File: src/rtl/qc_pkg.sv
package qc_pkg;
  typedef enum logic [1:0] {
    MODE_OFF    = 2'b00,
    MODE_SINGLE = 2'b01,
    MODE_DUAL   = 2'b10,
    MODE_QUAD   = 2'b11
  } qc_mode_e;

  typedef struct packed {
    logic f1;  // ch1 falling
    logic r1;  // ch1 rising
    logic f0;  // ch0 falling
    logic r0;  // ch0 rising
  } qc_edges_t;

  // Clockwise successor of a {ch1,ch0} state
  function automatic logic [1:0] cw_next(input logic [1:0] s);
    case (s)
      2'b00:   cw_next = 2'b10;
      2'b10:   cw_next = 2'b11;
      2'b11:   cw_next = 2'b01;
      default: cw_next = 2'b00;
    endcase
  endfunction
endpackage

File: src/rtl/qc_counter.sv
module qc_counter #(
  parameter int CNT_W = 24
) (
  input  logic             clk_i,
  input  logic             rst_ni,
  input  logic             smp_i,
  input  logic             clr_i,
  input  logic             inc_i,
  output logic [CNT_W-1:0] cnt_o
);
  logic [CNT_W-1:0] cnt_q, cnt_d;
  logic             cnt_en;

  assign cnt_en = clr_i | inc_i;

  always_comb begin
    if (clr_i) cnt_d = '0;
    else       cnt_d = cnt_q + 1'b1;
  end

  always_ff @(posedge clk_i or negedge rst_ni) begin
    if (!rst_ni)     cnt_q <= '0;
    else if (cnt_en) cnt_q <= cnt_d;
  end

  assign cnt_o = cnt_q;

  AST_CNT_STEP: assert property (@(posedge clk_i) disable iff (!rst_ni)
    !clr_i |=> (cnt_q == $past(cnt_q) || cnt_q == CNT_W'($past(cnt_q) + 1'b1)));
  AST_CNT_NO_STROBE: assert property (@(posedge clk_i) disable iff (!rst_ni)
    (!smp_i && !clr_i) |=> $stable(cnt_q));
endmodule

File: src/rtl/qc_quad_track.sv
module qc_quad_track
  import qc_pkg::*;
(
  input  logic       clk_i,
  input  logic       rst_ni,
  input  logic       smp_i,
  input  logic [1:0] lvl_i,      // {ch1,ch0}
  input  logic       cfg_wr_i,
  input  logic       quad_en_i,
  output qc_edges_t  edges_o,
  output logic       cw_o,
  output logic       ccw_o,
  output logic [1:0] state_o,
  output logic       qerr_o,
  output logic [1:0] dir_hist_o
);
  logic [1:0] prev_q, prev_d;
  logic       qerr_q, qerr_d;
  logic [1:0] dh_q, dh_d;
  logic [1:0] chg;
  logic       cw_s, ccw_s, bad_s;

  assign chg = lvl_i ^ prev_q;

  always_comb begin
    edges_o.r0 = smp_i &  lvl_i[0] & ~prev_q[0];
    edges_o.f0 = smp_i & ~lvl_i[0] &  prev_q[0];
    edges_o.r1 = smp_i &  lvl_i[1] & ~prev_q[1];
    edges_o.f1 = smp_i & ~lvl_i[1] &  prev_q[1];
  end

  assign cw_s  = smp_i & (lvl_i == cw_next(prev_q));
  assign ccw_s = smp_i & (prev_q == cw_next(lvl_i));
  assign bad_s = smp_i & (chg == 2'b11);

  always_comb begin
    prev_d = prev_q;
    qerr_d = qerr_q;
    dh_d   = dh_q;
    if (cfg_wr_i) begin
      prev_d = 2'b00;
      qerr_d = 1'b0;
      dh_d   = 2'b00;
    end else if (smp_i) begin
      prev_d = lvl_i;
      if (quad_en_i && bad_s)            qerr_d = 1'b1;
      if (quad_en_i && (cw_s || ccw_s))  dh_d   = {dh_q[0], cw_s};
    end
  end

  always_ff @(posedge clk_i or negedge rst_ni) begin
    if (!rst_ni) begin
      prev_q <= 2'b00;
      qerr_q <= 1'b0;
      dh_q   <= 2'b00;
    end else if (cfg_wr_i || smp_i) begin
      prev_q <= prev_d;
      qerr_q <= qerr_d;
      dh_q   <= dh_d;
    end
  end

  assign cw_o       = cw_s;
  assign ccw_o      = ccw_s;
  assign state_o    = prev_q;
  assign qerr_o     = qerr_q;
  assign dir_hist_o = dh_q;

  AST_CFG_CLEARS_STATE: assert property (@(posedge clk_i) disable iff (!rst_ni)
    cfg_wr_i |=> (prev_q == 2'b00 && !qerr_q && dh_q == 2'b00));
  AST_QERR_CAUSE: assert property (@(posedge clk_i) disable iff (!rst_ni)
    $rose(qerr_q) |-> ($past(smp_i) && $past(quad_en_i)));
endmodule

File: src/rtl/qc_flutter.sv
module qc_flutter
  import qc_pkg::*;
#(
  parameter int LIMIT = 4
) (
  input  logic       clk_i,
  input  logic       rst_ni,
  input  qc_edges_t  edges_i,
  input  logic       en_i,
  input  logic       cfg_wr_i,
  input  logic [1:0] clr_i,
  output logic [3:0] flag_o,
  output logic       act_o,
  output logic       start_o,
  output logic       end_o
);
  localparam int FW = $clog2(LIMIT + 1);

  logic [3:0] own, other;
  logic [3:0] flag_d;
  logic       act_d, act_q;
  logic       start_q, start_d, end_q, end_d;

  assign own   = {edges_i.f1, edges_i.r1, edges_i.f0, edges_i.r0};
  assign other = {{2{edges_i.r0 | edges_i.f0}}, {2{edges_i.r1 | edges_i.f1}}};

  for (genvar i = 0; i < 4; i++) begin : g_fc
    logic [FW-1:0] fc_q, fc_d;
    logic          fc_en;

    always_comb begin
      fc_d = fc_q;
      if (cfg_wr_i || !en_i)                     fc_d = '0;
      else if (own[i])                           fc_d = '0;
      else if (other[i] && fc_q != FW'(LIMIT))   fc_d = fc_q + 1'b1;
    end

    assign fc_en     = cfg_wr_i | ~en_i | own[i] | other[i];
    assign flag_o[i] = (fc_q == FW'(LIMIT));
    assign flag_d[i] = (fc_d == FW'(LIMIT));

    always_ff @(posedge clk_i or negedge rst_ni) begin
      if (!rst_ni)    fc_q <= '0;
      else if (fc_en) fc_q <= fc_d;
    end

    AST_FC_OWN_CLEAR: assert property (@(posedge clk_i) disable iff (!rst_ni)
      own[i] |=> (fc_q == '0));
  end

  assign act_q = |flag_o;
  assign act_d = |flag_d;

  always_comb begin
    start_d = start_q;
    end_d   = end_q;
    if (cfg_wr_i) begin
      start_d = 1'b0;
      end_d   = 1'b0;
    end else begin
      if (act_d && !act_q)      start_d = 1'b1;
      else if (clr_i[0])        start_d = 1'b0;
      if (!act_d && act_q)      end_d   = 1'b1;
      else if (clr_i[1])        end_d   = 1'b0;
    end
  end

  always_ff @(posedge clk_i or negedge rst_ni) begin
    if (!rst_ni) begin
      start_q <= 1'b0;
      end_q   <= 1'b0;
    end else begin
      start_q <= start_d;
      end_q   <= end_d;
    end
  end

  assign act_o   = act_q;
  assign start_o = start_q;
  assign end_o   = end_q;

  AST_START_WITH_ACT: assert property (@(posedge clk_i) disable iff (!rst_ni)
    $rose(start_q) |-> act_q);
endmodule

File: src/rtl/qc_rot_counter.sv
module qc_rot_counter
  import qc_pkg::*;
#(
  parameter int CNT_W      = 24,
  parameter int FLUT_LIMIT = 4
) (
  input  logic             clk_i,
  input  logic             rst_ni,
  input  logic             smp_i,
  input  logic             ch0_i,
  input  logic             ch1_i,
  input  logic [1:0]       mode_i,
  input  logic             cfg_wr_i,
  input  logic             flut_hold_i,
  input  logic             flut_dual_i,
  input  logic [1:0]       flag_clr_i,
  output logic [CNT_W-1:0] cnt0_o,
  output logic [CNT_W-1:0] cnt1_o,
  output logic [1:0]       qstate_o,
  output logic             qerr_o,
  output logic [1:0]       dir_hist_o,
  output logic             flut_act_o,
  output logic [3:0]       flut_edge_o,
  output logic             flut_start_o,
  output logic             flut_end_o
);
  qc_mode_e   mode;
  qc_edges_t  edges;
  logic       cw, ccw;
  logic       quad_en, flut_en, act;
  logic [1:0] inc;

  assign mode    = qc_mode_e'(mode_i);
  assign quad_en = (mode == MODE_QUAD);
  assign flut_en = (mode == MODE_QUAD) || (mode == MODE_DUAL);

  qc_quad_track u_track (
    .clk_i      (clk_i),
    .rst_ni     (rst_ni),
    .smp_i      (smp_i),
    .lvl_i      ({ch1_i, ch0_i}),
    .cfg_wr_i   (cfg_wr_i),
    .quad_en_i  (quad_en),
    .edges_o    (edges),
    .cw_o       (cw),
    .ccw_o      (ccw),
    .state_o    (qstate_o),
    .qerr_o     (qerr_o),
    .dir_hist_o (dir_hist_o)
  );

  qc_flutter #(.LIMIT(FLUT_LIMIT)) u_flutter (
    .clk_i    (clk_i),
    .rst_ni   (rst_ni),
    .edges_i  (edges),
    .en_i     (flut_en),
    .cfg_wr_i (cfg_wr_i),
    .clr_i    (flag_clr_i),
    .flag_o   (flut_edge_o),
    .act_o    (act),
    .start_o  (flut_start_o),
    .end_o    (flut_end_o)
  );

  // Count steering: flutter state is the one held before this sample
  always_comb begin
    inc = 2'b00;
    case (mode)
      MODE_SINGLE: inc = {1'b0, edges.r0};
      MODE_DUAL:   inc = {edges.r1, edges.r0};
      MODE_QUAD: begin
        if (act && flut_dual_i)      inc = {edges.r1, edges.r0};
        else if (act && flut_hold_i) inc = 2'b00;
        else                         inc = {ccw, cw};
      end
      default:     inc = 2'b00;
    endcase
  end

  logic [1:0][CNT_W-1:0] cnt;

  for (genvar k = 0; k < 2; k++) begin : g_cnt
    qc_counter #(.CNT_W(CNT_W)) u_cnt (
      .clk_i  (clk_i),
      .rst_ni (rst_ni),
      .smp_i  (smp_i),
      .clr_i  (cfg_wr_i),
      .inc_i  (inc[k]),
      .cnt_o  (cnt[k])
    );
  end

  assign cnt0_o     = cnt[0];
  assign cnt1_o     = cnt[1];
  assign flut_act_o = act;

  AST_HOLD_FREEZES: assert property (@(posedge clk_i) disable iff (!rst_ni)
    (quad_en && act && flut_hold_i && !flut_dual_i && !cfg_wr_i)
      |=> ($stable(cnt0_o) && $stable(cnt1_o)));
  AST_SINGLE_CNT1_IDLE: assert property (@(posedge clk_i) disable iff (!rst_ni)
    (mode == MODE_SINGLE && !cfg_wr_i) |=> $stable(cnt1_o));
endmodule

File: config.mk
export PLATFORM = sky130hd
export DESIGN_NAME = qc_rot_counter
export DESIGN_NICKNAME = d
export VERILOG_FILES = /design/src/rtl/qc_pkg.sv /design/src/rtl/qc_counter.sv /design/src/rtl/qc_quad_track.sv /design/src/rtl/qc_flutter.sv /design/src/rtl/qc_rot_counter.sv
export SDC_FILE = /design/constraint.sdc
export NUM_CORES = 1
export LEC_CHECK = 0
export BUFFER_PORTS_ARGS = -buffer_cell sky130_fd_sc_hd__buf_4
export CAP_MARGIN = 20
export CORE_MARGIN = 1
export CORE_UTILIZATION = 50
export CTS_CLUSTER_SIZE = 25
export DETAILED_ROUTE_END_ITERATION = 10
export PLACE_DENSITY = 0.73
export SLEW_MARGIN = 20
export SYNTH_ARGS = -nofsm -noshare
export SYNTH_HDL_FRONTEND = slang
export SYNTH_HIERARCHICAL = 1
export SYNTH_SLANG_ARGS = --single-unit
File: constraint.sdc
create_clock -name clk_i -period 4.57 [get_ports clk_i]
set_input_delay 0.914 -clock clk_i [delete_from_list [all_inputs] [get_ports clk_i]]
set_output_delay 0.914 -clock clk_i [all_outputs]
set_load 0.01 [all_outputs]
==> Word-level counts from Yosys, hierarchy flattened <==
Cells that the tools add are included.
{ "classes": {"add_sub_neg": 6, "n_eq_ne": 22, "n_mux": 33, "n_bitwise": 30, "reduce_logical": 29} }
{ "ops": {"columns": ["cell", "n"], "rows": [
  ["$add 24x1->24 const B", 2],
  ["$mux 24", 2],
  ["$mux 3", 12],
  ["$eq 3x3->1 const B", 8],
  ["$pmux 2 s3", 3],
  ["$eq 2x2->1 const B", 7],
  ["$mux 2", 7],
  ["$or 1x1->1", 13],
  ["$add 3x1->3 const B", 4],
  ["$ne 3x3->1 const B", 4],
  ["$and 1x1->1", 11],
  ["$logic_and 1x1->1", 10],
  ["$mux 1", 9],
  ["$reduce_or 4->1", 2],
  ["$reduce_and 3->1", 2],
  ["$reduce_bool 2->1", 3],
  ["$reduce_bool 3->1", 2],
  ["$not 1->1", 5],
  ["$eq 2x2->1", 2],
  ["$logic_not 2->1", 2],
  ["$logic_or 1x1->1", 4],
  ["$logic_not 1->1", 3],
  ["$eq 2x1->1 const B", 1],
  ["$reduce_and 2->1", 1],
  ["$xor 2x2->2", 1]
]} }
{ "word_totals": {"register_bits": 67, "inputBits": 12, "out_inout_bits": 60, "wordCells": 131} }

==> Logic depth before layout (Yosys ltp) <==
Gate-level depths: netlist (run 1).
{ "depth": {"word_depth": 14, "mapped_depth": 13, "depth_no_buf": 11} }

==> Cells and area by module <==
Netlist (run 1), hierarchy kept.
{ "modules_own_cells": {"columns": ["module", "instances", "cells_per_inst", "area_per_inst_um2", "seq_area_each_um2"], "rows": [
  ["qc_counter", 2, 129, 1238.7, 600.6],
  ["qc_flutter", 1, 96, 922.1, 350.3],
  ["qc_quad_track", 1, 34, 314.1, 125.1],
  ["qc_rot_counter", 1, 10, 65.1, 0.0]
]} }

==> Worst setup path after synthesis (run 1) <==
No wires, ideal clock.
{ "synth_timing": {"path_type": "flip-flop to flip-flop", "start": "register u_flutter.g_fc[0].fc_q[0]", "end": "register g_cnt[1].u_cnt.cnt_q[17]", "setup_ns": 0.078, "arrival_time_ns": 3.228, "path_slack_ns": 1.264, "path_stages_with_launch": 14, "path_buffers": 2, "cell_sequence": "dfrtp_1 -> inv_1 -> ha_1 -> and2_1 -> or4_1 -> o21ai_1 -> and3_1 -> o21a_1 -> buf_4 -> o211ai_4 -> or4_1 -> buf_2 -> or3_1 -> a21oi_1"} }
{ "synth_via": {"elab_chain_len": 7, "elab_cells_between_ends": 8, "cone_classes": "eq/ne: 1; mux: 3; bitwise: 1; reduce/logical: 3"} }
{ "synth_lines": {"columns": ["element", "line_no", "source"], "rows": [
  ["start, declared", "qc_flutter.sv:28", "logic [FW-1:0] fc_q, fc_d;"],
  ["start signal, assigned", "qc_flutter.sv:43", "if (!rst_ni) fc_q <= '0;"],
  ["start signal, assigned", "qc_flutter.sv:44", "else if (fc_en) fc_q <= fc_d;"],
  ["$eq 3x3->1 (*)", "qc_flutter.sv:39", "assign flag_o[i] = (fc_q == FW'(LIMIT));"],
  ["net flut_edge_o[0]", "qc_rot_counter.sv:23", "output logic [3:0] flut_edge_o,"],
  ["$reduce_or 4->1 (*)", "qc_flutter.sv:51", "assign act_q = |flag_o;"],
  ["net flut_act_o", "qc_rot_counter.sv:22", "output logic flut_act_o,"],
  ["$logic_and 1x1->1", "qc_rot_counter.sv:73", "else if (act && flut_hold_i) inc = 2'b00;"],
  ["$mux 2", "qc_rot_counter.sv:73", null],
  ["$mux 2 (*)", "qc_rot_counter.sv:72", "if (act && flut_dual_i) inc = {edges.r1, edges.r0};"],
  ["$pmux 2 s3 (*)", "qc_rot_counter.sv:68", "case (mode)"],
  ["net inc[1]", "qc_rot_counter.sv:31", "logic [1:0] inc;"],
  ["$or 1x1->1 (*)", "qc_counter.sv:14", "assign cnt_en = clr_i | inc_i;"],
  ["end signal, assigned", "qc_counter.sv:23", "else if (cnt_en) cnt_q <= cnt_d;"],
  ["end, declared", "qc_counter.sv:11", "logic [CNT_W-1:0] cnt_q, cnt_d;"]
]} }
The timed path passes the listed nets; every way through them passes the cells marked *.
A chain may end at the register's enable or synchronous reset.

==> Worst setup path after layout (run 1) <==
{ "layout_timing": {"start": "register u_flutter.g_fc[0].fc_q[0]", "end": "register g_cnt[1].u_cnt.cnt_q[15]"} }
{ "layout_via": {"elab_chain_len": 7, "elab_cells_between_ends": 8, "cone_classes": "eq/ne: 1; mux: 3; bitwise: 1; reduce/logical: 3"} }
{ "layout_lines": {"columns": ["element", "line_no"], "rows": [
  ["$eq 3x3->1 (*)", "qc_flutter.sv:39"],
  ["$reduce_or 4->1 (*)", "qc_flutter.sv:51"],
  ["$logic_and 1x1->1", "qc_rot_counter.sv:73"],
  ["$mux 2", "qc_rot_counter.sv:73"],
  ["$mux 2 (*)", "qc_rot_counter.sv:72"],
  ["$pmux 2 s3 (*)", "qc_rot_counter.sv:68"],
  ["net inc[1]", "qc_rot_counter.sv:31"],
  ["$or 1x1->1 (*)", "qc_counter.sv:14"]
]} }
Marks and branches as above.

==> metrics.txt, run 1 <==
# TYPE chip_impl_metric gauge
chip_impl_info{name="netlist_top_cells_area",value="sky130_fd_sc_hd__dfrtp_1 44%, sky130_fd_sc_hd__nor2_1 4.3%, sky130_fd_sc_hd__xnor2_1 3.9%, sky130_fd_sc_hd__xor2_1 3.7%, sky130_fd_sc_hd__a21oi_1 3.3%"} 1
chip_impl_info{name="outcome",value="complete, no violations"} 1
chip_impl_metric{name="clock_sinks",unit=""} 67
chip_impl_metric{name="full_die_area",unit="sq mm"} 0.00791
chip_impl_metric{name="flow.area_growth_from_synthesis",unit="%"} 20.8
chip_impl_metric{name="num-fill-cells",unit=""} 634
chip_impl_metric{name="clk_pin_slew",unit="ns"} 0.06
chip_impl_metric{name="cp_slowest_stage_delay",unit="ns"} 0.66
chip_impl_metric{name="initial_antenna_violation_count",unit=""} 0
chip_impl_metric{name="synth-seq-area-share",unit="%"} 44.4
chip_impl_metric{name="power.internal",unit="mW"} 0.890
chip_impl_metric{name="seq_power_share",unit="%"} 51.8
chip_impl_metric{name="viasPerCell",unit=""} 5.67
chip_impl_info{name="root_buffer",value="sky130_fd_sc_hd__clkbuf_8"} 1
chip_impl_metric{name="yosys_register_bits",unit=""} 67
chip_impl_metric{name="pre_repair_dr_iteration_count",unit=""} 4
chip_impl_metric{name="path_depth_of_the_worst_reg2reg_path",unit=""} 11
chip_impl_metric{name="power_frac_clock",unit="%"} 40.6
chip_impl_metric{name="net_count_after_synthesis",unit=""} 420
chip_impl_metric{name="port-buffer-count",unit=""} 71
chip_impl_metric{name="yosys_warnings",unit=""} 6
chip_impl_metric{name="final_nets",unit=""} 491
chip_impl_metric{name="drtIter0Drc",unit=""} 135
chip_impl_info{name="unrepaired_setup_endpoints_after_global_routing",value="no"} 1
chip_impl_metric{name="register_area",unit="sq mm"} 0.00168
chip_impl_metric{name="ctsResizeCount",unit=""} 0
chip_impl_metric{name="grt_use_total",unit="%"} 22.9
chip_impl_info{name="synth_top_cells_by_count",value="67 x sky130_fd_sc_hd__dfrtp_1, 43 x sky130_fd_sc_hd__nor2_1, 25 x sky130_fd_sc_hd__a21oi_1"} 1
chip_impl_metric{name="power.share.switching",unit="%"} 23.9
chip_impl_metric{name="worstPathMaxFanout",unit=""} 9
chip_impl_metric{name="first_pass_grt_wire_length",unit="um"} 13900
chip_impl_metric{name="setup_tns",unit="ns"} 0
chip_impl_metric{name="final-hold-violation-count",unit=""} 0
chip_impl_metric{name="synth-edff-count",unit=""} 0
chip_impl_metric{name="start_util",unit="%"} 51.8
chip_impl_metric{name="multiInputGateArea",unit="sq mm"} 0.00197
chip_impl_metric{name="period_minus_slack",unit="ns"} 3.59
chip_impl_metric{name="drt.antenna.violating_nets",unit=""} 0
chip_impl_metric{name="timing.clock.skew",unit="ns"} 0.0113
chip_impl_metric{name="gpl_wtd_cong",unit=""} 0.874
chip_impl_metric{name="rows",unit=""} 31
chip_impl_metric{name="groute.layer.met3.usage",unit="%"} 3.69
chip_impl_metric{name="power.density_cell_area",unit="mW/mm^2"} 256
chip_impl_info{name="worstSetupPathType",value="reg -> reg"} 1
chip_impl_info{name="timing.hold.worst.class",value="reg -> reg"} 1
chip_impl_metric{name="drc",unit=""} 0
chip_impl_metric{name="cap_violations",unit=""} 0
chip_impl_metric{name="worst_pin_slew",unit="ns"} 0.853
chip_impl_metric{name="final_min_period_over_clock_period",unit="%"} 78.6
chip_impl_metric{name="grt_start_max_net_pins",unit=""} 68
chip_impl_metric{name="io_pins",unit=""} 72
chip_impl_metric{name="area_fraction_of_the_dominant_cell_type_after_synthesis",unit="%"} 44.4
chip_impl_metric{name="postSynthCellCount",unit=""} 398
chip_impl_metric{name="cp.arrival",unit="ns"} 3.85
chip_impl_info{name="setup.worst_path.start_class",value="flip-flop"} 1
chip_impl_metric{name="num_antenna_cells",unit=""} 0
chip_impl_info{name="cts_tree",value="built"} 1
chip_impl_info{name="timing.critical_path.to_type",value="flip-flop"} 1
chip_impl_metric{name="groute.layer.met1.usage",unit="%"} 30.5
chip_impl_metric{name="finalWirelength",unit="um"} 8670
chip_impl_metric{name="wl_per_cell",unit="um"} 15.2
chip_impl_metric{name="netSwitchingPower",unit="mW"} 0.280
chip_impl_metric{name="h-tree-depth",unit=""} 3
chip_impl_info{name="min_to",value="u_flutter/end_o"} 1
chip_impl_metric{name="post_route_cells_drive_above_1_share",unit="%"} 22.5
chip_impl_metric{name="regToRegSetupSlack",unit="ns"} 0.98
chip_impl_metric{name="combinationalPowerShare",unit="%"} 7.6
chip_impl_metric{name="worstSkewPairLatency",unit="ns"} 0.34
chip_impl_metric{name="post-cts-setup-buffer-count",unit=""} 0
chip_impl_metric{name="grt_use_met2",unit="%"} 37.6
chip_impl_metric{name="setup_viol",unit=""} 0
chip_impl_metric{name="static-leakage-power",unit="nW"} 2.01
chip_impl_info{name="critical_path.most_common_cell",value="sky130_fd_sc_hd__or4_1"} 1
chip_impl_metric{name="maxSlewViolCount",unit=""} 0
chip_impl_metric{name="die_height",unit="um"} 88.9
chip_impl_metric{name="max_slew_margin",unit="%"} 43.1
chip_impl_metric{name="grt_overflow_total",unit=""} 0
chip_impl_metric{name="synth_area_per_cell",unit="sq um"} 9.49
chip_impl_info{name="crit-reg2reg-launch",value="u_flutter/g_fc[0].fc_q[0]"} 1
chip_impl_info{name="count_leader_synth",value="sky130_fd_sc_hd__dfrtp_1"} 1
chip_impl_metric{name="irDropWorstVdd",unit="mV"} 0.141
chip_impl_info{name="min_from",value="u_flutter/end_o"} 1
chip_impl_metric{name="first_global_vias",unit=""} 2892
chip_impl_metric{name="timing.fmax",unit="MHz"} 278
chip_impl_metric{name="chipWidth",unit="um"} 88.9
chip_impl_info{name="postSynth.topFlopCell",value="sky130_fd_sc_hd__dfrtp_1"} 1
chip_impl_metric{name="count_of_unique_library_cells_instantiated_by_yosys",unit=""} 52
chip_impl_metric{name="number_of_cells_traversed_by_the_worst_hold_path",unit=""} 1
chip_impl_metric{name="vias_after_detailed_routing",unit=""} 3236
chip_impl_metric{name="clk_path_buf_depth",unit=""} 2
chip_impl_metric{name="core_area",unit="sq mm"} 0.00729
chip_impl_metric{name="report.power.total",unit="mW"} 1.17
chip_impl_info{name="globalRoute.busiestLayer",value="met2"} 1
chip_impl_metric{name="hpwl",unit="um"} 6030
chip_impl_info{name="timing.critical_path.cells",value="inv_1, ha_1, and2_1, or4_1, o21ai_1, and3_1, o21a_1, o211ai_4, or4_1, or3_1, a21oi_1"} 1
chip_impl_metric{name="async_flop_share",unit="%"} 100
chip_impl_info{name="r2r-end",value="g_cnt[1].u_cnt/cnt_o[15]"} 1
chip_impl_info{name="cpMaxStageDelayCell",value="sky130_fd_sc_hd__or4_1"} 1
chip_impl_metric{name="cts_hold_buffers",unit=""} 0
chip_impl_metric{name="cts_made_buffers",unit=""} 9
chip_impl_metric{name="syn-cell-area",unit="sq mm"} 0.00378
chip_impl_metric{name="timing.critical_path.required",unit="ns"} 4.83
chip_impl_info{name="synth_area_leader_cell",value="sky130_fd_sc_hd__dfrtp_1"} 1
-- registers in the layout, summed over array words and instances, names as in the netlist --
signal	count
u_flutter/g_fc.fc_q	12
u_track/state_o	2
u_flutter/start_o	1
u_track/qerr_o	1
u_flutter/end_o	1
u_track/dir_hist_o	2
g_cnt.u_cnt/cnt_o	48
-- per-stage QoR --
| stage | hold slack, ns | utilization (%) | instance area [sq um] | std cells | setup WS [ns] |
|---|---|---|---|---|---|
| 2_1_floorplan | 0.511 | - | 3780 | 398 | 1.26 |
| 3_3_place_gp | 0.501 | 60.1 | 4380 | 557 | 1.14 |
| 3_5_place_dp | 0.484 | 60.1 | 4380 | 557 | 1.03 |
| 4_1_cts | 0.503 | 62.6 | 4560 | 571 | 0.997 |
| 5_1_grt | 0.541 | 62.6 | 4560 | 571 | 0.722 |
| 6_report | 0.505 | 62.6 | 4560 | 571 | 0.977 |
-- area by class of cell --
type / instances / area share (%)
Multi-Input combinational cell: 301 / 43.2
Sequential cell: 67 / 36.7
Timing Repair Buffer: 73 / 12.0
Clock buffer: 11 / 3.10
Tap cell: 99 / 2.71
Inverter: 17 / 1.40
Clock inverter: 3 / 0.877
-- how the worst max path moves through the flow --
stage,startpoint,end,slack (ns),cells after the start
final,u_flutter/g_fc[0].fc_q[0],g_cnt[1].u_cnt/cnt_o[15],0.98,11
after global placement,u_flutter/g_fc[0].fc_q[0],g_cnt[1].u_cnt/cnt_o[17],1.14,11
after CTS,u_flutter/g_fc[0].fc_q[0],g_cnt[1].u_cnt/cnt_o[15],1.0,11
after detailed placement,u_flutter/g_fc[0].fc_q[0],g_cnt[1].u_cnt/cnt_o[15],1.03,11
after global routing,u_flutter/g_fc[0].fc_q[0],g_cnt[1].u_cnt/cnt_o[22],0.72,11
after floorplan,u_flutter/g_fc[0].fc_q[0],g_cnt[1].u_cnt/cnt_o[17],1.26,13
-- kinds of logic after synthesis --
family | synth area share (%)
adder cells (fa/ha/maj) | 3.31
XOR/XNOR | 8.08
buffers and inverters | 3.48
AO/OA/AOI/OAI | 13.8
AND/OR/NAND/NOR | 24.8
flip-flops | 44.4
multiplexers | 2.15
-- power groups by stage --
stage	combinational, mW	clock, mW	sequential (mW)
floorplan	0.0518	0	0.617
global placement	0.0879	0	0.617
detailed placement	0.0901	0	0.617
CTS	0.0907	0.488	0.605
global route	0.0984	0.513	0.606
finish	0.0894	0.475	0.606
-- cell usage in the layout (no fill, tap or decap), types with 2 or more instances in the layout --
cell type,instances
sky130_fd_sc_hd__a2bb2oi_2,3
sky130_fd_sc_hd__and4_1,6
sky130_fd_sc_hd__buf_4,73
sky130_fd_sc_hd__or4_1,5
sky130_fd_sc_hd__nand4_1,16
sky130_fd_sc_hd__nand2_1,20
sky130_fd_sc_hd__o211ai_4,2
sky130_fd_sc_hd__nand3b_1,3
sky130_fd_sc_hd__a21o_1,2
sky130_fd_sc_hd__o211a_1,2
sky130_fd_sc_hd__a31o_2,2
sky130_fd_sc_hd__or3_1,17
sky130_fd_sc_hd__nand2b_1,6
sky130_fd_sc_hd__clkbuf_8,10
sky130_fd_sc_hd__ha_1,10
sky130_fd_sc_hd__a21oi_1,25
sky130_fd_sc_hd__a2111oi_0,3
sky130_fd_sc_hd__nor3_1,16
sky130_fd_sc_hd__dfrtp_1,67
sky130_fd_sc_hd__or2_2,2
sky130_fd_sc_hd__nand3_2,2
sky130_fd_sc_hd__xnor2_1,17
sky130_fd_sc_hd__clkinv_2,2
sky130_fd_sc_hd__mux2i_1,7
sky130_fd_sc_hd__inv_1,17
sky130_fd_sc_hd__nand3_1,14
sky130_fd_sc_hd__o31ai_1,3
sky130_fd_sc_hd__o21ai_0,22
sky130_fd_sc_hd__and2_1,8
sky130_fd_sc_hd__and3_2,2
sky130_fd_sc_hd__nor2_1,43
sky130_fd_sc_hd__nor4_1,8
sky130_fd_sc_hd__xor2_1,16
-- critical path: cells and delay by family, from the launching register on --
| kind | cells | cell delay (ns) |
|---|---|---|
| AOI/OAI and AO/OA | 4 | 0.80 |
| adders and majority gates | 1 | 0.23 |
| buffers and inverters | 1 | 0.07 |
| DFF | 1 | 0.42 |
| and+or+nand+nor | 5 | 2.00 |
-- routing by layer --
layer / up-vias / part of all wire [%]
li1: 1565 / -
met5: - / 0
met1: 1592 / 47
met3: 10 / 3.7
met2: 69 / 48
met4: 0 / 1.5
(Power assumes the default switching activity.)
==> inputs of run 2 (changes only) <==
Settings changed: ABC_AREA set to 1, PLACE_DENSITY 0.73 to 0.72.
Clock period 4.57 ns to 3.55 ns, I/O delays scaled along.
==> metrics.txt, run 2 <==
# TYPE chip_impl_metric gauge
chip_impl_metric{name="timing.fmax",unit="MHz"} 366
chip_impl_metric{name="port-buffer-count",unit=""} 71
chip_impl_metric{name="cts_made_buffers",unit=""} 9
chip_impl_info{name="path_delay_family",value="simple AND/OR/NAND/NOR gates"} 1
chip_impl_metric{name="timing.critical_path.required",unit="ns"} 3.82
chip_impl_metric{name="pre_repair_dr_iteration_count",unit=""} 8
chip_impl_metric{name="drc",unit=""} 0
chip_impl_metric{name="static-leakage-power",unit="nW"} 2.78
chip_impl_metric{name="setup_tns",unit="ns"} 0
chip_impl_metric{name="clock_sinks",unit=""} 67
chip_impl_metric{name="gpl_wtd_cong",unit=""} 0.911
chip_impl_metric{name="setup_viol",unit=""} 0
chip_impl_info{name="timing.critical_path.to_type",value="flip-flop"} 1
chip_impl_metric{name="final_nets",unit=""} 755
chip_impl_metric{name="grt_use_total",unit="%"} 24.9
chip_impl_info{name="r2r-end",value="g_cnt[1].u_cnt/cnt_o[16]"} 1
chip_impl_metric{name="grt_start_max_net_pins",unit=""} 68
chip_impl_metric{name="drtIter0Drc",unit=""} 224
chip_impl_info{name="root_buffer",value="sky130_fd_sc_hd__clkbuf_8"} 1
chip_impl_metric{name="yosys_register_bits",unit=""} 67
chip_impl_metric{name="clk_path_buf_depth",unit=""} 2
chip_impl_info{name="commonest_cells_after_routing_fill_and_taps_aside",value="187 x sky130_fd_sc_hd__nand2_1, 115 x sky130_fd_sc_hd__nor2_1, 96 x sky130_fd_sc_hd__inv_1"} 1
chip_impl_metric{name="worstSkewPairLatency",unit="ns"} 0.34
chip_impl_info{name="outcome",value="complete, no violations"} 1
chip_impl_metric{name="io_pins",unit=""} 72
chip_impl_info{name="mostFrequentLayoutCell",value="sky130_fd_sc_hd__nand2_1"} 1
chip_impl_metric{name="timing.clock.skew",unit="ns"} 0.0110
chip_impl_info{name="count_leader_synth",value="sky130_fd_sc_hd__nand2_1"} 1
chip_impl_info{name="setup.worst_path.start_class",value="flip-flop"} 1
chip_impl_metric{name="yosys_warnings",unit=""} 6
chip_impl_metric{name="worst_pin_slew",unit="ns"} 0.871
chip_impl_metric{name="chipWidth",unit="um"} 95.2
chip_impl_metric{name="wl_per_cell",unit="um"} 12.4
chip_impl_metric{name="post-cts-setup-buffer-count",unit=""} 0
chip_impl_info{name="timing.hold.worst.class",value="in -> async"} 1
chip_impl_info{name="postSynth.topFlopCell",value="sky130_fd_sc_hd__dfrtp_1"} 1
chip_impl_info{name="synth_top_cells_by_count",value="187 x sky130_fd_sc_hd__nand2_1, 115 x sky130_fd_sc_hd__nor2_1, 96 x sky130_fd_sc_hd__inv_1"} 1
chip_impl_metric{name="clk_pin_slew",unit="ns"} 0.07
chip_impl_metric{name="post_route_cells_drive_above_1_share",unit="%"} 20.1
chip_impl_metric{name="async_flop_share",unit="%"} 100
chip_impl_metric{name="vias_after_detailed_routing",unit=""} 4225
chip_impl_metric{name="die_height",unit="um"} 95.2
chip_impl_metric{name="postSynthCellCount",unit=""} 655
chip_impl_metric{name="timing.hold.ws",unit="ns"} 0.468
chip_impl_metric{name="hpwl",unit="um"} 7830
chip_impl_metric{name="final-hold-violation-count",unit=""} 0
chip_impl_metric{name="final_min_period_over_clock_period",unit="%"} 77.0
chip_impl_metric{name="full_die_area",unit="sq mm"} 0.00907
chip_impl_metric{name="critical_path.n_buffers_inverters",unit=""} 1
chip_impl_info{name="cpMaxStageDelayCell",value="sky130_fd_sc_hd__nor2_1"} 1
chip_impl_metric{name="ctsResizeCount",unit=""} 0
chip_impl_metric{name="cp.arrival",unit="ns"} 3.00
chip_impl_metric{name="maxSlewViolCount",unit=""} 0
chip_impl_metric{name="num-fill-cells",unit=""} 774
chip_impl_metric{name="cap_violations",unit=""} 0
chip_impl_metric{name="viasPerCell",unit=""} 5.01
chip_impl_metric{name="syn-cell-area",unit="sq mm"} 0.00435
chip_impl_info{name="critical_path.most_common_cell",value="sky130_fd_sc_hd__nand2_1"} 1
chip_impl_info{name="worstSetupPathType",value="reg -> reg"} 1
chip_impl_metric{name="core_area",unit="sq mm"} 0.00830
chip_impl_metric{name="num_antenna_cells",unit=""} 0
chip_impl_info{name="unrepaired_setup_endpoints_after_global_routing",value="no"} 1
chip_impl_metric{name="net_count_after_synthesis",unit=""} 677
chip_impl_metric{name="regToRegSetupSlack",unit="ns"} 0.82
chip_impl_metric{name="initial_antenna_violation_count",unit=""} 0
chip_impl_metric{name="drt.antenna.violating_nets",unit=""} 0
chip_impl_metric{name="finalWirelength",unit="um"} 10400
chip_impl_metric{name="first_global_vias",unit=""} 3873
chip_impl_metric{name="cts_hold_buffers",unit=""} 0
chip_impl_metric{name="h-tree-depth",unit=""} 3
chip_impl_metric{name="worstPathMaxFanout",unit=""} 6
chip_impl_info{name="netlist_top_cells_area",value="sky130_fd_sc_hd__dfrtp_1 39%, sky130_fd_sc_hd__nand2_1 16%, sky130_fd_sc_hd__nor2_1 9.9%, sky130_fd_sc_hd__inv_1 8.3%, sky130_fd_sc_hd__nand3_1 3.8%"} 1
chip_impl_metric{name="report.power.total",unit="mW"} 1.57
chip_impl_metric{name="irDropWorstVdd",unit="mV"} 0.143
chip_impl_metric{name="max_slew_margin",unit="%"} 41.9
chip_impl_metric{name="first_pass_grt_wire_length",unit="um"} 17600
chip_impl_metric{name="synth-edff-count",unit=""} 0
chip_impl_metric{name="flow.area_growth_from_synthesis",unit="%"} 19.4
chip_impl_metric{name="synth_area_per_cell",unit="sq um"} 6.64
chip_impl_info{name="synth_area_leader_cell",value="sky130_fd_sc_hd__dfrtp_1"} 1
chip_impl_info{name="crit-reg2reg-launch",value="u_flutter/g_fc[0].fc_q[0]"} 1
chip_impl_metric{name="grt_overflow_total",unit=""} 0
chip_impl_metric{name="period_minus_slack",unit="ns"} 2.73
chip_impl_info{name="cts_tree",value="built"} 1
chip_impl_metric{name="power.density_cell_area",unit="mW/mm^2"} 303
chip_impl_info{name="timing.critical_path.cells",value="inv_1, ha_1, nand2_1, nand4_1, nand2_1, nand2_1, nand2_1, nand2_1, nor2_1, nor2_2, nor2_1, nand2_1, nor2_2, nand2_1, nand2_1, nand2_1, nor2_1"} 1
chip_impl_metric{name="area_fraction_of_the_dominant_cell_type_after_synthesis",unit="%"} 38.6
chip_impl_metric{name="path_depth_of_the_worst_reg2reg_path",unit=""} 17
chip_impl_metric{name="rows",unit=""} 33
chip_impl_metric{name="synth-seq-area-share",unit="%"} 38.6
chip_impl_metric{name="start_util",unit="%"} 52.4
chip_impl_metric{name="largest_register_ffs",unit=""} 48
chip_impl_metric{name="cp_slowest_stage_delay",unit="ns"} 0.38
chip_impl_metric{name="count_of_unique_library_cells_instantiated_by_yosys",unit=""} 27
## run 2: worst max path at each step
stage	startpoint	endpoint	slack, ns	depth (start not counted)
2_1_floorplan	ch0_i	g_cnt[0].u_cnt/cnt_o[20]	1.12	13
3_3_place_gp	ch1_i	g_cnt[1].u_cnt/cnt_o[16]	0.88	15
3_5_place_dp	ch1_i	g_cnt[1].u_cnt/cnt_o[16]	0.81	15
4_1_cts	u_flutter/g_fc[0].fc_q[0]	g_cnt[1].u_cnt/cnt_o[16]	0.82	17
5_1_grt	u_flutter/g_fc[0].fc_q[0]	g_cnt[1].u_cnt/cnt_o[20]	0.50	17
6_report	u_flutter/g_fc[0].fc_q[0]	g_cnt[1].u_cnt/cnt_o[16]	0.82	17
## run 2: kinds of logic after synthesis
family	Yosys count	synth area share (%)
AOI/OAI and AO/OA	50	6.02
DFF	67	38.6
xor gates and xnor gates	3	0.605
adders and majority gates	10	2.88
and+or+nand+nor	408	41.7
buffers and inverters	117	10.3
## run 2: where the power goes
part           leakage, nW  internal (mW)  total, mW  switching [mW]
sequential           0.932          0.771      0.781         0.00981
clock               0.0991          0.341      0.645           0.305
combinational         1.75         0.0479      0.146          0.0977
total                 2.78           1.16       1.57           0.412
## run 2: metrics by stage
stage / instances / setup slack (ns) / util, % / cell area, sq um
after global placement: 827 / 0.884 / 60.2 / 5000
after detailed placement: 827 / 0.809 / 60.2 / 5000
after global routing: 843 / 0.501 / 62.6 / 5190
after floorplan: 655 / 1.12 / - / 4350
final: 843 / 0.817 / 62.6 / 5190
after CTS: 843 / 0.817 / 62.6 / 5190
## run 2: cell type report
class / instances / area [sq um] / share of cell area [%]
Inverter: 112 / 425 / 8.19
Tap cell: 105 / 131 / 2.53
Sequential cell: 67 / 1680 / 32.3
Multi-Input combinational cell: 471 / 2220 / 42.8
Clock buffer: 11 / 141 / 2.72
Clock inverter: 5 / 52.6 / 1.01
Timing Repair Buffer: 72 / 541 / 10.4
## run 2: routing by layer
layer  global-route usage [%]  up-vias  part of all wire (%)
li1                         -     2172                     -
met1                     32.1     1942                    45
met2                     42.7       99                    49
met3                     4.15       12                   4.6
met4                     7.45        0                   1.2
met5                        0        -                     0
## run 2: worst register-to-register path, delay by kind of cell (launching register included)
| kind | cells | cell delay, ns |
|---|---|---|
| and+or+nand+nor | 15 | 2.03 |
| buffers and inverters | 1 | 0.07 |
| adders and majority gates | 1 | 0.20 |
| DFF | 1 | 0.37 |
==> inputs of run 3 (changes only) <==
Settings changed: PLACE_DENSITY 0.72 to 0.75.
Clock period 3.55 ns to 2.4 ns, I/O delays scaled along.
==> metrics.txt, run 3 (synthesis gave the netlist of run 2 again) <==
# TYPE chip_impl_metric gauge
chip_impl_metric{name="setup_viol",unit=""} 0
chip_impl_metric{name="worstPathMaxFanout",unit=""} 6
chip_impl_metric{name="cts_made_buffers",unit=""} 9
chip_impl_metric{name="post_route_cells_drive_above_1_share",unit="%"} 21.7
chip_impl_metric{name="gpl_wtd_cong",unit=""} 0.895
chip_impl_metric{name="timing.critical_path.required",unit="ns"} 2.62
chip_impl_metric{name="wl_per_cell",unit="um"} 12.5
chip_impl_metric{name="chipWidth",unit="um"} 95.2
chip_impl_metric{name="cp.arrival",unit="ns"} 2.48
chip_impl_metric{name="core_area",unit="sq mm"} 0.00830
chip_impl_metric{name="clock_sinks",unit=""} 67
chip_impl_metric{name="pre_repair_dr_iteration_count",unit=""} 5
chip_impl_metric{name="groute.layer.met3.usage",unit="%"} 3.67
chip_impl_info{name="setup.worst_path.start_class",value="flip-flop"} 1
chip_impl_metric{name="register_area",unit="sq mm"} 0.00168
chip_impl_info{name="root_buffer",value="sky130_fd_sc_hd__clkbuf_8"} 1
chip_impl_info{name="unrepaired_setup_endpoints_after_global_routing",value="yes"} 1
chip_impl_metric{name="flow.area_growth_from_synthesis",unit="%"} 23.4
chip_impl_metric{name="irDropWorstVdd",unit="mV"} 0.232
chip_impl_metric{name="io_pins",unit=""} 72
chip_impl_metric{name="vias_after_detailed_routing",unit=""} 4312
chip_impl_metric{name="worst_pin_slew",unit="ns"} 0.410
chip_impl_metric{name="first_pass_grt_wire_length",unit="um"} 17600
chip_impl_info{name="timing.critical_path.to_type",value="flip-flop"} 1
chip_impl_metric{name="power_frac_clock",unit="%"} 37.9
chip_impl_metric{name="groute.layer.met1.usage",unit="%"} 31.7
chip_impl_metric{name="drtIter0Drc",unit=""} 241
chip_impl_metric{name="max_slew_margin",unit="%"} 72.6
chip_impl_metric{name="static-leakage-power",unit="nW"} 2.86
chip_impl_metric{name="fin_util",unit="%"} 64.6
chip_impl_metric{name="num-fill-cells",unit=""} 743
chip_impl_metric{name="largest_register_ffs",unit=""} 48
chip_impl_metric{name="drt.antenna.violating_nets",unit=""} 0
chip_impl_metric{name="period_minus_slack",unit="ns"} 2.27
chip_impl_info{name="timing.hold.worst.class",value="in -> reg"} 1
chip_impl_metric{name="full_die_area",unit="sq mm"} 0.00907
chip_impl_metric{name="setup_tns",unit="ns"} 0
chip_impl_metric{name="multiInputGateArea",unit="sq mm"} 0.00230
chip_impl_metric{name="grt_start_max_net_pins",unit=""} 56
chip_impl_metric{name="seq_power_share",unit="%"} 51.3
chip_impl_metric{name="grt_use_met2",unit="%"} 42.3
chip_impl_metric{name="timing.clock.skew",unit="ns"} 0.00789
chip_impl_metric{name="drc",unit=""} 0
chip_impl_metric{name="combinationalPowerShare",unit="%"} 10.8
chip_impl_metric{name="first_global_vias",unit=""} 3987
chip_impl_metric{name="cap_violations",unit=""} 0
chip_impl_info{name="cts_tree",value="built"} 1
chip_impl_metric{name="number_of_cells_traversed_by_the_worst_hold_path",unit=""} 4
chip_impl_metric{name="finalWirelength",unit="um"} 10700
chip_impl_metric{name="num_antenna_cells",unit=""} 0
chip_impl_metric{name="final_nets",unit=""} 769
chip_impl_metric{name="clk_path_buf_depth",unit=""} 2
chip_impl_metric{name="port-buffer-count",unit=""} 71
chip_impl_info{name="commonest_cells_after_routing_fill_and_taps_aside",value="186 x sky130_fd_sc_hd__nand2_1, 113 x sky130_fd_sc_hd__nor2_1, 96 x sky130_fd_sc_hd__inv_1"} 1
chip_impl_info{name="globalRoute.busiestLayer",value="met2"} 1
chip_impl_metric{name="power.density_cell_area",unit="mW/mm^2"} 419
chip_impl_metric{name="grt_overflow_total",unit=""} 0
chip_impl_metric{name="path_depth_of_the_worst_reg2reg_path",unit=""} 14
chip_impl_metric{name="initial_antenna_violation_count",unit=""} 0
chip_impl_metric{name="worst_slack_placed",unit="ns"} 0.0584
chip_impl_metric{name="power.internal",unit="mW"} 1.66
chip_impl_metric{name="worstSkewPairLatency",unit="ns"} 0.34
chip_impl_metric{name="final_min_period_over_clock_period",unit="%"} 94.4
chip_impl_info{name="worstSetupPathType",value="reg -> reg"} 1
chip_impl_metric{name="postLayoutSetupSlackWorst",unit="ns"} 0.134
chip_impl_metric{name="clk_pin_slew",unit="ns"} 0.07
chip_impl_metric{name="grt_use_total",unit="%"} 24.9
chip_impl_info{name="outcome",value="complete, no violations"} 1
chip_impl_metric{name="timing.fmax",unit="MHz"} 441
chip_impl_metric{name="start_util",unit="%"} 52.4
chip_impl_metric{name="final-hold-violation-count",unit=""} 0
chip_impl_metric{name="h-tree-depth",unit=""} 3
chip_impl_metric{name="hpwl",unit="um"} 7980
chip_impl_metric{name="die_height",unit="um"} 95.2
chip_impl_metric{name="maxSlewViolCount",unit=""} 0
chip_impl_metric{name="power.share.switching",unit="%"} 26.4
chip_impl_metric{name="rows",unit=""} 33
chip_impl_metric{name="netSwitchingPower",unit="mW"} 0.594
chip_impl_info{name="mostFrequentLayoutCell",value="sky130_fd_sc_hd__nand2_1"} 1
chip_impl_metric{name="viasPerCell",unit=""} 5.03
## run 3: cell count changes in the layout (fill, tap and decap cells not counted), moves of 2 or more
| cell | previous run | this run |
|---|---|---|
| sky130_fd_sc_hd__clkbuf_1 | 1 | 3 |
| sky130_fd_sc_hd__buf_4 | 72 | 84 |
| sky130_fd_sc_hd__nor2_2 | 10 | 3 |
| sky130_fd_sc_hd__nor2_1 | 115 | 113 |
| sky130_fd_sc_hd__nand2_4 | 4 | 6 |
| sky130_fd_sc_hd__nor2_4 | 6 | 15 |
## run 3: critical path: stages, from the launching register on
cell and delay [ns]:
sky130_fd_sc_hd__dfrtp_1 0.37, sky130_fd_sc_hd__inv_1 0.06, sky130_fd_sc_hd__ha_1 0.20, sky130_fd_sc_hd__nand2_2 0.11
sky130_fd_sc_hd__nand4_1 0.19, sky130_fd_sc_hd__nand2_1 0.16, sky130_fd_sc_hd__nand2_1 0.08, sky130_fd_sc_hd__a21oi_1 0.24
sky130_fd_sc_hd__nor2_4 0.09, sky130_fd_sc_hd__nor2_4 0.18, sky130_fd_sc_hd__nor2_1 0.06, sky130_fd_sc_hd__nand2_1 0.10
sky130_fd_sc_hd__nor2_4 0.06, sky130_fd_sc_hd__o21ai_0 0.16, sky130_fd_sc_hd__a21oi_1 0.06
## run 3: routing by layer
layer / routed length (um) / share of wire [%]
met3: 390 / 3.7
met5: 0 / 0
met2: 5260 / 49
met1: 4820 / 45
met4: 203 / 1.9
## run 3: cell type report
type | count | share of cell area [%]
repair buffers | 86 | 12.3
inverters | 112 | 7.93
well taps | 105 | 2.45
clock buffers | 14 | 3.03
multi-input cells | 471 | 42.8
clock inverters | 2 | 0.187
flip-flops and latches | 67 | 31.3
## run 3: path summary, 6_finish.rpt
check / startpoint / to / slack [ns]
setup / recovery: u_flutter/g_fc[1].fc_q[0] / g_cnt[1].u_cnt/cnt_o[12] / 0.13
hold / removal: flag_clr_i[1] / u_flutter/end_o / 0.39
setup reg to reg: u_flutter/g_fc[1].fc_q[0] / g_cnt[1].u_cnt/cnt_o[12] / 0.13
hold reg to reg: g_cnt[1].u_cnt/cnt_o[4] / g_cnt[1].u_cnt/cnt_o[4] / 0.52
max in group asynchronous: rst_ni / g_cnt[1].u_cnt/cnt_o[5] / 1.32
min in group asynchronous: rst_ni / u_flutter/g_fc[1].fc_q[1] / 0.53
## run 3: per-stage QoR
step / hold WS (ns) / cell area (sq um) / total power, mW / std cells
2_1_floorplan: 0.184 / 4350 / 1.31 / 655
3_3_place_gp: 0.345 / 5080 / 1.40 / 836
3_5_place_dp: 0.351 / 5080 / 1.41 / 836
4_1_cts: 0.368 / 5260 / 2.26 / 853
5_1_grt: 0.382 / 5370 / 2.36 / 857
6_report: 0.386 / 5370 / 2.25 / 857
## run 3: what timing repair did
| item | in CTS | in global routing |
|---|---|---|
| endpoints found under the setup margin | 0 | 37 |
| hold buffers | 1 | 0 |
| endpoints found under the hold margin | 12 | 0 |
| buffers inserted | 0 | 4 |
| resized for setup | 0 | 16 |
## run 3: power by group through the flow
| stage | clock, mW | sequential (mW) | combinational [mW] |
|---|---|---|---|
| floorplan | 0 | 1.18 | 0.128 |
| global placement | 0 | 1.18 | 0.222 |
| detailed placement | 0 | 1.18 | 0.228 |
| CTS | 0.878 | 1.15 | 0.232 |
| global route | 0.929 | 1.16 | 0.270 |
| finish | 0.853 | 1.16 | 0.243 |
